$ cat config.mk
export PLATFORM = sky130hd
export DESIGN_NAME = store_queue_ctrl
export DESIGN_NICKNAME = d
export VERILOG_FILES = /design/src/rtl/sq_pkg.sv /design/src/rtl/sq_commit_scan.sv /design/src/rtl/sq_squash_scan.sv /design/src/rtl/sq_retire_scan.sv /design/src/rtl/store_queue_ctrl.sv
export SDC_FILE = /design/constraint.sdc
export NUM_CORES = 2
export LEC_CHECK = 0
export BUFFER_PORTS_ARGS = -buffer_cell sky130_fd_sc_hd__buf_2
export CORE_AREA = 2 2 419 421
export DETAILED_ROUTE_END_ITERATION = 12
export DIE_AREA = 0 0 421 423
export GPL_TIMING_DRIVEN = 0
export RECOVER_POWER = 25
export SLEW_MARGIN = 20
export SYNTH_ARGS = -nofsm -noshare
export SYNTH_HDL_FRONTEND = slang
export SYNTH_SLANG_ARGS = --single-unit
$ cat constraint.sdc
create_clock -name clk -period 34.2 [get_ports clk]
set_clock_uncertainty 0.05 [all_clocks]
set_input_delay 6.84 -clock clk [delete_from_list [all_inputs] [get_ports clk]]
set_output_delay 6.84 -clock clk [all_outputs]
set_load 0.01 [all_outputs]
$ cat src/rtl/sq_pkg.sv
// Package: shared kinds and wrap-safe sequence ordering for the store queue.
// Assumes sequence numbers in flight span less than half the number space.
package sq_pkg;
    localparam int SEQ_W = 16;

    typedef enum logic [1:0] {
        K_PLAIN    = 2'd0,
        K_COND     = 2'd1,
        K_ATOMIC   = 2'd2,
        K_PREFETCH = 2'd3
    } st_kind_e;

    // True when a is at or before b.
    function automatic logic seq_not_after(input logic [SEQ_W-1:0] a,
                                           input logic [SEQ_W-1:0] b);
        logic [SEQ_W-1:0] d;
        d = b - a;
        return !d[SEQ_W-1];
    endfunction

    // True when a is strictly after b.
    function automatic logic seq_after(input logic [SEQ_W-1:0] a,
                                       input logic [SEQ_W-1:0] b);
        return !seq_not_after(a, b);
    endfunction
endpackage

$ cat src/rtl/sq_commit_scan.sv
// Commit scan: walks occupied slots oldest first and marks entries that the
// commit number covers. Assumes order[] lists slots from head in age order.
module sq_commit_scan
    import sq_pkg::*;
#(
    parameter int DEPTH = 8,
    parameter int SLOTS = DEPTH + 1,
    parameter int IW    = $clog2(SLOTS)
) (
    input  logic             commit_valid,
    input  logic [SEQ_W-1:0] commit_seq,
    input  logic [IW-1:0]    order [DEPTH],
    input  logic [IW-1:0]    occ,
    input  logic [SLOTS-1:0] elig,
    input  logic [SEQ_W-1:0] seq [SLOTS],
    output logic [SLOTS-1:0] mark,
    output logic [IW-1:0]    mark_cnt
);
    logic halt;

    // Mark covered entries until the first younger uncommitted one.
    always_comb begin
        mark     = '0;
        mark_cnt = '0;
        halt     = 1'b0;
        for (int i = 0; i < DEPTH; i++) begin
            if (commit_valid && !halt && (IW'(i) < occ) && !elig[order[i]]) begin
                if (seq_not_after(seq[order[i]], commit_seq)) begin
                    mark[order[i]] = 1'b1;
                    mark_cnt       = mark_cnt + IW'(1);
                end else begin
                    halt = 1'b1;
                end
            end
        end
    end
endmodule

$ cat src/rtl/sq_squash_scan.sv
// Squash scan: walks occupied slots youngest first and counts entries to drop.
// Assumes order[] lists slots from tail-1 backwards; eligible entries stop it.
module sq_squash_scan
    import sq_pkg::*;
#(
    parameter int DEPTH = 8,
    parameter int SLOTS = DEPTH + 1,
    parameter int IW    = $clog2(SLOTS)
) (
    input  logic             squash_valid,
    input  logic [SEQ_W-1:0] squash_seq,
    input  logic [IW-1:0]    order [DEPTH],
    input  logic [IW-1:0]    occ,
    input  logic [SLOTS-1:0] elig,
    input  logic [SEQ_W-1:0] seq [SLOTS],
    output logic [IW-1:0]    kill_cnt
);
    logic halt;

    // Count young uncommitted entries past the squash point.
    always_comb begin
        kill_cnt = '0;
        halt     = 1'b0;
        for (int i = 0; i < DEPTH; i++) begin
            if (squash_valid && !halt && (IW'(i) < occ)) begin
                if (!elig[order[i]] && seq_after(seq[order[i]], squash_seq))
                    kill_cnt = kill_cnt + IW'(1);
                else
                    halt = 1'b1;
            end
        end
    end
endmodule

$ cat src/rtl/sq_retire_scan.sv
// Retire scan: counts the run of finished entries starting at the head.
// Assumes order[] lists slots from head in age order.
module sq_retire_scan #(
    parameter int DEPTH = 8,
    parameter int SLOTS = DEPTH + 1,
    parameter int IW    = $clog2(SLOTS)
) (
    input  logic [IW-1:0]    order [DEPTH],
    input  logic [IW-1:0]    occ,
    input  logic [SLOTS-1:0] done,
    output logic [IW-1:0]    pop_cnt
);
    logic halt;

    // Count consecutive finished entries from the oldest.
    always_comb begin
        pop_cnt = '0;
        halt    = 1'b0;
        for (int i = 0; i < DEPTH; i++) begin
            if (!halt && (IW'(i) < occ)) begin
                if (done[order[i]]) pop_cnt = pop_cnt + IW'(1);
                else                halt    = 1'b1;
            end
        end
    end
endmodule

$ cat src/rtl/store_queue_ctrl.sv
// Store queue controller: allocation at tail, commit marking, in-order
// writeback with reject/retry, out-of-order completion with in-order head
// retirement, tail squash, and a single-in-flight ordering mode.
// Assumes cmp_tag always names a slot whose request was accepted.
module store_queue_ctrl
    import sq_pkg::*;
#(
    parameter int DEPTH  = 8,
    parameter int ADDR_W = 32,
    parameter int DATA_W = 64,
    parameter int SZ_W   = 4,
    localparam int SLOTS = DEPTH + 1,
    localparam int IW    = $clog2(SLOTS)
) (
    input  logic              clk,
    input  logic              rst_n,
    input  logic              tso_en,
    input  logic              alloc_valid,
    input  logic [SEQ_W-1:0]  alloc_seq,
    input  logic [ADDR_W-1:0] alloc_addr,
    input  logic [SZ_W-1:0]   alloc_size,
    input  logic [1:0]        alloc_kind,
    input  logic [DATA_W-1:0] alloc_data,
    output logic              alloc_ready,
    input  logic              commit_valid,
    input  logic [SEQ_W-1:0]  commit_seq,
    input  logic              squash_valid,
    input  logic [SEQ_W-1:0]  squash_seq,
    output logic              mem_req_valid,
    input  logic              mem_req_ready,
    input  logic              mem_retry,
    input  logic              cond_ok,
    output logic [ADDR_W-1:0] mem_req_addr,
    output logic [DATA_W-1:0] mem_req_data,
    output logic [SZ_W-1:0]   mem_req_size,
    output logic [IW-1:0]     mem_req_tag,
    input  logic              cmp_valid,
    input  logic [IW-1:0]     cmp_tag,
    output logic              resp_valid,
    output logic              resp_ok,
    output logic [SEQ_W-1:0]  resp_seq,
    output logic [IW-1:0]     free_count,
    output logic [IW-1:0]     pending_count
);
    localparam int            IW1     = IW + 1;
    localparam logic [IW:0]   SLOTS_W = IW1'(SLOTS);

    function automatic logic [IW-1:0] slot_add(input logic [IW-1:0] p,
                                               input logic [IW-1:0] n);
        logic [IW:0] t;
        t = {1'b0, p} + {1'b0, n};
        if (t >= SLOTS_W) t = t - SLOTS_W;
        return t[IW-1:0];
    endfunction

    logic [IW-1:0]     head_q, tail_q, wbp_q, pend_q;
    logic [SLOTS-1:0]  elig_q, done_q;
    logic              blocked_q, inflight_q;
    logic              resp_v_q, resp_ok_q;
    logic [SEQ_W-1:0]  resp_seq_q;
    logic [SEQ_W-1:0]  seq_q  [SLOTS];
    logic [ADDR_W-1:0] addr_q [SLOTS];
    logic [DATA_W-1:0] data_q [SLOTS];
    logic [SZ_W-1:0]   size_q [SLOTS];
    st_kind_e          kind_q [SLOTS];

    logic [IW-1:0]     occ, mark_cnt, kill_cnt, pop_cnt;
    logic [SLOTS-1:0]  mark, elig_n, done_n;
    logic [IW-1:0]     fwd_ord [DEPTH];
    logic [IW-1:0]     rev_ord [DEPTH];
    logic              full, alloc_fire;
    logic              cur_live, cur_imm, imm_fire, send_ok, reject;

    // Slot lists in age order from the head and reverse order from the tail.
    for (genvar gi = 0; gi < DEPTH; gi++) begin : g_order
        assign fwd_ord[gi] = slot_add(head_q, IW'(gi));
        assign rev_ord[gi] = slot_add(tail_q, IW'(SLOTS - 1 - gi));
    end

    // Occupancy from the two pointers; the spare slot separates full from empty.
    always_comb begin
        if (tail_q >= head_q) occ = tail_q - head_q;
        else                  occ = IW'(SLOTS) - head_q + tail_q;
    end

    assign full        = (occ == IW'(DEPTH));
    assign alloc_fire  = alloc_valid && !full && !squash_valid;
    assign alloc_ready = !full;
    assign free_count  = IW'(DEPTH) - occ;
    assign pending_count = pend_q;

    sq_commit_scan #(.DEPTH(DEPTH), .SLOTS(SLOTS), .IW(IW)) u_commit (
        .commit_valid(commit_valid), .commit_seq(commit_seq),
        .order(fwd_ord), .occ(occ), .elig(elig_q), .seq(seq_q),
        .mark(mark), .mark_cnt(mark_cnt)
    );

    assign elig_n = elig_q | mark;

    sq_squash_scan #(.DEPTH(DEPTH), .SLOTS(SLOTS), .IW(IW)) u_squash (
        .squash_valid(squash_valid), .squash_seq(squash_seq),
        .order(rev_ord), .occ(occ), .elig(elig_n), .seq(seq_q),
        .kill_cnt(kill_cnt)
    );

    // Writeback pointer decision for the entry it currently names.
    always_comb begin
        cur_live = (wbp_q != tail_q) && elig_q[wbp_q] && (pend_q != '0)
                   && !(tso_en && inflight_q);
        cur_imm  = (size_q[wbp_q] == '0) || (kind_q[wbp_q] == K_PREFETCH)
                   || ((kind_q[wbp_q] == K_COND) && !cond_ok);
        imm_fire = !blocked_q && cur_live && cur_imm && !cmp_valid;
        if (blocked_q) mem_req_valid = mem_retry && !(tso_en && inflight_q);
        else           mem_req_valid = cur_live && !cur_imm;
        send_ok  = mem_req_valid && mem_req_ready;
        reject   = mem_req_valid && !mem_req_ready;
    end

    assign mem_req_addr = addr_q[wbp_q];
    assign mem_req_data = data_q[wbp_q];
    assign mem_req_size = size_q[wbp_q];
    assign mem_req_tag  = wbp_q;

    // Finished set including this cycle's completion of either source.
    always_comb begin
        done_n = done_q;
        if (cmp_valid) done_n[cmp_tag] = 1'b1;
        if (imm_fire)  done_n[wbp_q]   = 1'b1;
    end

    sq_retire_scan #(.DEPTH(DEPTH), .SLOTS(SLOTS), .IW(IW)) u_retire (
        .order(fwd_ord), .occ(occ), .done(done_n), .pop_cnt(pop_cnt)
    );

    // Pointer, counter and mode flag state.
    always_ff @(posedge clk) begin
        if (!rst_n) begin
            head_q     <= '0;
            tail_q     <= '0;
            wbp_q      <= '0;
            pend_q     <= '0;
            blocked_q  <= 1'b0;
            inflight_q <= 1'b0;
        end else begin
            head_q <= slot_add(head_q, pop_cnt);
            if (alloc_fire)
                tail_q <= slot_add(tail_q, IW'(1));
            else if (kill_cnt != '0)
                tail_q <= slot_add(tail_q, IW'(SLOTS) - kill_cnt);
            if (imm_fire || send_ok)
                wbp_q <= slot_add(wbp_q, IW'(1));
            pend_q <= pend_q + mark_cnt - IW'(cmp_valid | imm_fire);
            if (reject)       blocked_q <= 1'b1;
            else if (send_ok) blocked_q <= 1'b0;
            if (tso_en && send_ok) inflight_q <= 1'b1;
            else if (cmp_valid)    inflight_q <= 1'b0;
        end
    end

    // Per-slot eligibility and finished flags.
    always_ff @(posedge clk) begin
        if (!rst_n) begin
            elig_q <= '0;
            done_q <= '0;
        end else begin
            elig_q <= elig_n;
            done_q <= done_n;
            if (alloc_fire) begin
                elig_q[tail_q] <= 1'b0;
                done_q[tail_q] <= 1'b0;
            end
        end
    end

    // Payload capture at the tail.
    always_ff @(posedge clk) begin
        if (alloc_fire) begin
            seq_q[tail_q]  <= alloc_seq;
            addr_q[tail_q] <= alloc_addr;
            data_q[tail_q] <= alloc_data;
            size_q[tail_q] <= alloc_size;
            kind_q[tail_q] <= st_kind_e'(alloc_kind);
        end
    end

    // Result report for conditional and atomic stores.
    always_ff @(posedge clk) begin
        if (!rst_n) begin
            resp_v_q   <= 1'b0;
            resp_ok_q  <= 1'b0;
            resp_seq_q <= '0;
        end else begin
            resp_v_q <= 1'b0;
            if (cmp_valid && (kind_q[cmp_tag] == K_COND || kind_q[cmp_tag] == K_ATOMIC)) begin
                resp_v_q   <= 1'b1;
                resp_ok_q  <= 1'b1;
                resp_seq_q <= seq_q[cmp_tag];
            end else if (imm_fire && (kind_q[wbp_q] == K_COND || kind_q[wbp_q] == K_ATOMIC)) begin
                resp_v_q   <= 1'b1;
                resp_ok_q  <= (kind_q[wbp_q] != K_COND) || cond_ok;
                resp_seq_q <= seq_q[wbp_q];
            end
        end
    end

    assign resp_valid = resp_v_q;
    assign resp_ok    = resp_ok_q;
    assign resp_seq   = resp_seq_q;
endmodule

==> flow_metrics.py <==
metrics = {
    "clocking": {
        "cts_buffers": 114,
        "insertion_delay_ns": 0.78,
        "cts_setup_buffers": 0,
        "cts-root-buf": "clkbuf_16",
        "cts.htree.levels": 3,
        "ctsHoldBuffers": 0,
        "cts_resized": 0,
        "clock_path_buffers": 3,
        "cts_tree": "yes",
        "clk_pin_slew_ns": 0.07,
        "cts.sinks": 1120,
    },
    "timing": {
        "period_share_pct": 56.1,
        "drv_slew": 0,
        "period_minus_slack_ns": 19.19,
        "layout_setup_ws_ns": 15.01,
        "hold_violations": 0,
        "rsz0062_at_grt": "false",
        "slew-limit-headroom_pct": 15.1,
        "setup_violations": 0,
        "tns_ns": 0,
        "clock.fmax_mhz": 52.1,
        "hold_ws_ns": 0.458,
        "worst_pin_slew_ns": 1.27,
    },
    "drt": {
        "viasPerCell": 6.97,
        "ant_nets": 0,
        "wl_per_cell_um": 37.0,
        "drc": 0,
        "wl_um": 357000,
        "drtIter0Drc": 9365,
        "drtPass1Iterations": 6,
        "vias": 67200,
    },
    "worst_hold_path": {
        "min_to": "done_q[7]$_SDFF_PN0_",
        "worstHoldPathCells": 2,
        "hold_path_class": "flip-flop to flip-flop",
        "hold_start": "done_q[7]$_SDFF_PN0_",
    },
    "placement": {
        "hpwl_um": 266000,
        "place_area_um2": 83500,
        "numPortBuffers": 292,
        "post-place-ws_ns": 15.18,
        "gp_congestion": 1.08,
        "placed_cells": 9419,
    },
    "synthesis": {
        "synth_edf_count": 1062,
        "ys_types": 131,
        "synth_area_leaders": "edfxtp_1 (41%), mux4_2 (15%), mux2i_1 (5.7%)",
        "yosys.area.top_type": "edfxtp_1",
        "synth_nets": 7229,
        "synthArstFlopShare_pct": 0,
        "avgSynthCellArea_um2": 11.5,
        "netlist_area_um2": 77700,
        "synth_top_area_share_pct": 41.0,
        "synth_seq_cells": 1120,
        "synthCells": 6742,
        "ys_seq_area_share_pct": 42.5,
        "synthFlopType": "edfxtp_1",
        "synth_warnings": 0,
    },
    "finish": {
        "nets": 7697,
        "layout-drive-gt1-share_pct": 16.8,
        "final_util_pct": 50.4,
        "instances_no_fill": 9639,
        "layout_common_cells": "edfxtp_1 (1062), clkbuf_1 (563), nand2_1 (532)",
        "stdcell_area_um2": 87200,
        "syn_to_final_growth_pct": 12.3,
        "final_common_cell": "edfxtp_1",
    },
    "floorplanning": {
        "chipHeight_um": 423,
        "die_w_um": 421,
        "coreArea_um2": 173000,
        "die_area_um2": 178000,
        "io_pins": 296,
        "start_util_pct": 44.9,
        "fp-row-count": 153,
    },
    "grt": {
        "grt_pass1_wl_um": 496000,
        "grt_antenna_before_repair": 41,
        "grt_max_degree": 69,
        "grt_usage_pct": 39.0,
        "grt-ovfl-total": 0,
        "grt_pass1_vias": 64800,
    },
    "worst_setup_path": {
        "worstReg2RegEnd": "tail_q[2]$_SDFFE_PN0P_",
        "crit_path_frequent_cell": "ha_1",
        "critPathKind": "flip-flop to flip-flop",
        "required_ns": 34.80,
        "start_kind": "flip-flop",
        "r2r-start": "head_q[0]$_SDFF_PN0_",
        "reg2reg_slack_ns": 15.01,
        "slowest_stage": "a21oi_1",
        "cp.arrival_ns": 19.79,
        "ff2ff_path_depth": 65,
        "slowest_delay_ns": 0.86,
        "cp-end-kind": "flip-flop",
        "critPathMaxFanout": 14,
    },
    "power": {
        "max-vdd-ir-drop_mv": 0.0603,
        "p_per_area_nw_per_um2": 80.4,
        "power.total_mw": 7.02,
        "p_leak_nw": 29.0,
    },
    "run": {
        "max-cap-violations": 0,
    },
    "outcome": {
        "status": "finished clean",
    },
}
[Yosys cell counts, types with 30 or more instances]
library cell / number
o21a_1: 34
nor3_1: 111
nand3_1: 112
a31oi_1: 61
a221o_1: 39
a22oi_1: 36
mux4_2: 530
edfxtp_1: 1062
o211ai_1: 36
buf_2: 35
o22ai_1: 230
mux2i_1: 439
inv_1: 98
buf_1: 121
clkbuf_1: 477
nand2_1: 532
a21oi_1: 433
xnor2_1: 112
dfxtp_1: 58
o21ai_0: 333
a221oi_1: 34
a21o_1: 79
and2_1: 32
nor4_1: 46
o22a_1: 30
nor2b_1: 50
nand4_1: 71
a211oi_1: 50
nand2b_1: 54
o221ai_1: 95
ha_1: 317
nor2_1: 428
xor2_1: 31
[metal layers]
| layer | track usage [%] | vias to the layer above | wire length [um] |
|---|---|---|---|
| li1 | - | 27700 | - |
| met1 | 50.1 | 33600 | 135000 |
| met2 | 57.9 | 4653 | 153000 |
| met3 | 11.4 | 1163 | 41100 |
| met4 | 24.8 | 54 | 27400 |
| met5 | 0 | - | 333 |
[layout make-up]
| cell class | count | area (um^2) |
|---|---|---|
| fill | 15500 | 86000 |
| clock buffer | 134 | 2950 |
| tap | 2325 | 2910 |
| clock inverter | 77 | 783 |
| timing repair buffer | 352 | 2460 |
| multi-input combinational | 4858 | 42000 |
| inverter | 105 | 409 |
| antenna | 9 | 22.5 |
| buffer | 659 | 2680 |
| sequential | 1120 | 33100 |
[sequential cells by signal (all words and copies together), names as in the netlist, named ones only]
name / flops
data_q: 576
elig_q: 9
kind_q: 18
addr_q: 288
mem_req_tag: 4
done_q: 9
resp_ok: 1
head_q: 4
inflight_q: 1
tail_q: 4
blocked_q: 1
pending_count: 4
resp_seq: 16
size_q: 36
resp_valid: 1
seq_q: 144
[logic make-up after synthesis]
kind of cell	after synthesis	share of synthesized area (%)
flops	1120	42.5
simple gates	1603	9.77
fa+ha+maj	323	5.26
mux	995	21.4
buf+inv	764	3.93
xor+xnor	153	1.85
compound gates	1784	15.3
[how the worst max path moves through the flow]
stage,end,depth (start not counted),start
after detailed placement,tail_q[2]$_SDFFE_PN0P_,48,commit_seq[8]
after floorplan,tail_q[2]$_SDFFE_PN0P_,47,commit_seq[8]
after CTS,tail_q[2]$_SDFFE_PN0P_,67,head_q[0]$_SDFF_PN0_
final,tail_q[2]$_SDFFE_PN0P_,65,head_q[0]$_SDFF_PN0_
after global routing,tail_q[2]$_SDFFE_PN0P_,64,head_q[0]$_SDFF_PN0_
after global placement,data_q[1][31]$_DFFE_PP_,3,squash_valid
[report_power, final]
part | internal, mW | leakage (nW) | switching (mW) | total (mW)
sequential | 1.57 | 10.1 | 0.0365 | 1.61
clock | 0.695 | 1.81 | 0.557 | 1.25
combinational | 1.56 | 17.1 | 2.60 | 4.16
total | 3.82 | 29.0 | 3.20 | 7.02
[critical path: cells and delay by family (launching register included)]
kind	cells	cell delay, ns
simple gates	10	1.62
flops	1	0.54
buf+inv	18	5.34
fa+ha+maj	9	2.56
xor+xnor	4	1.36
compound gates	24	7.51
Power figures use the tool's default switching activity.
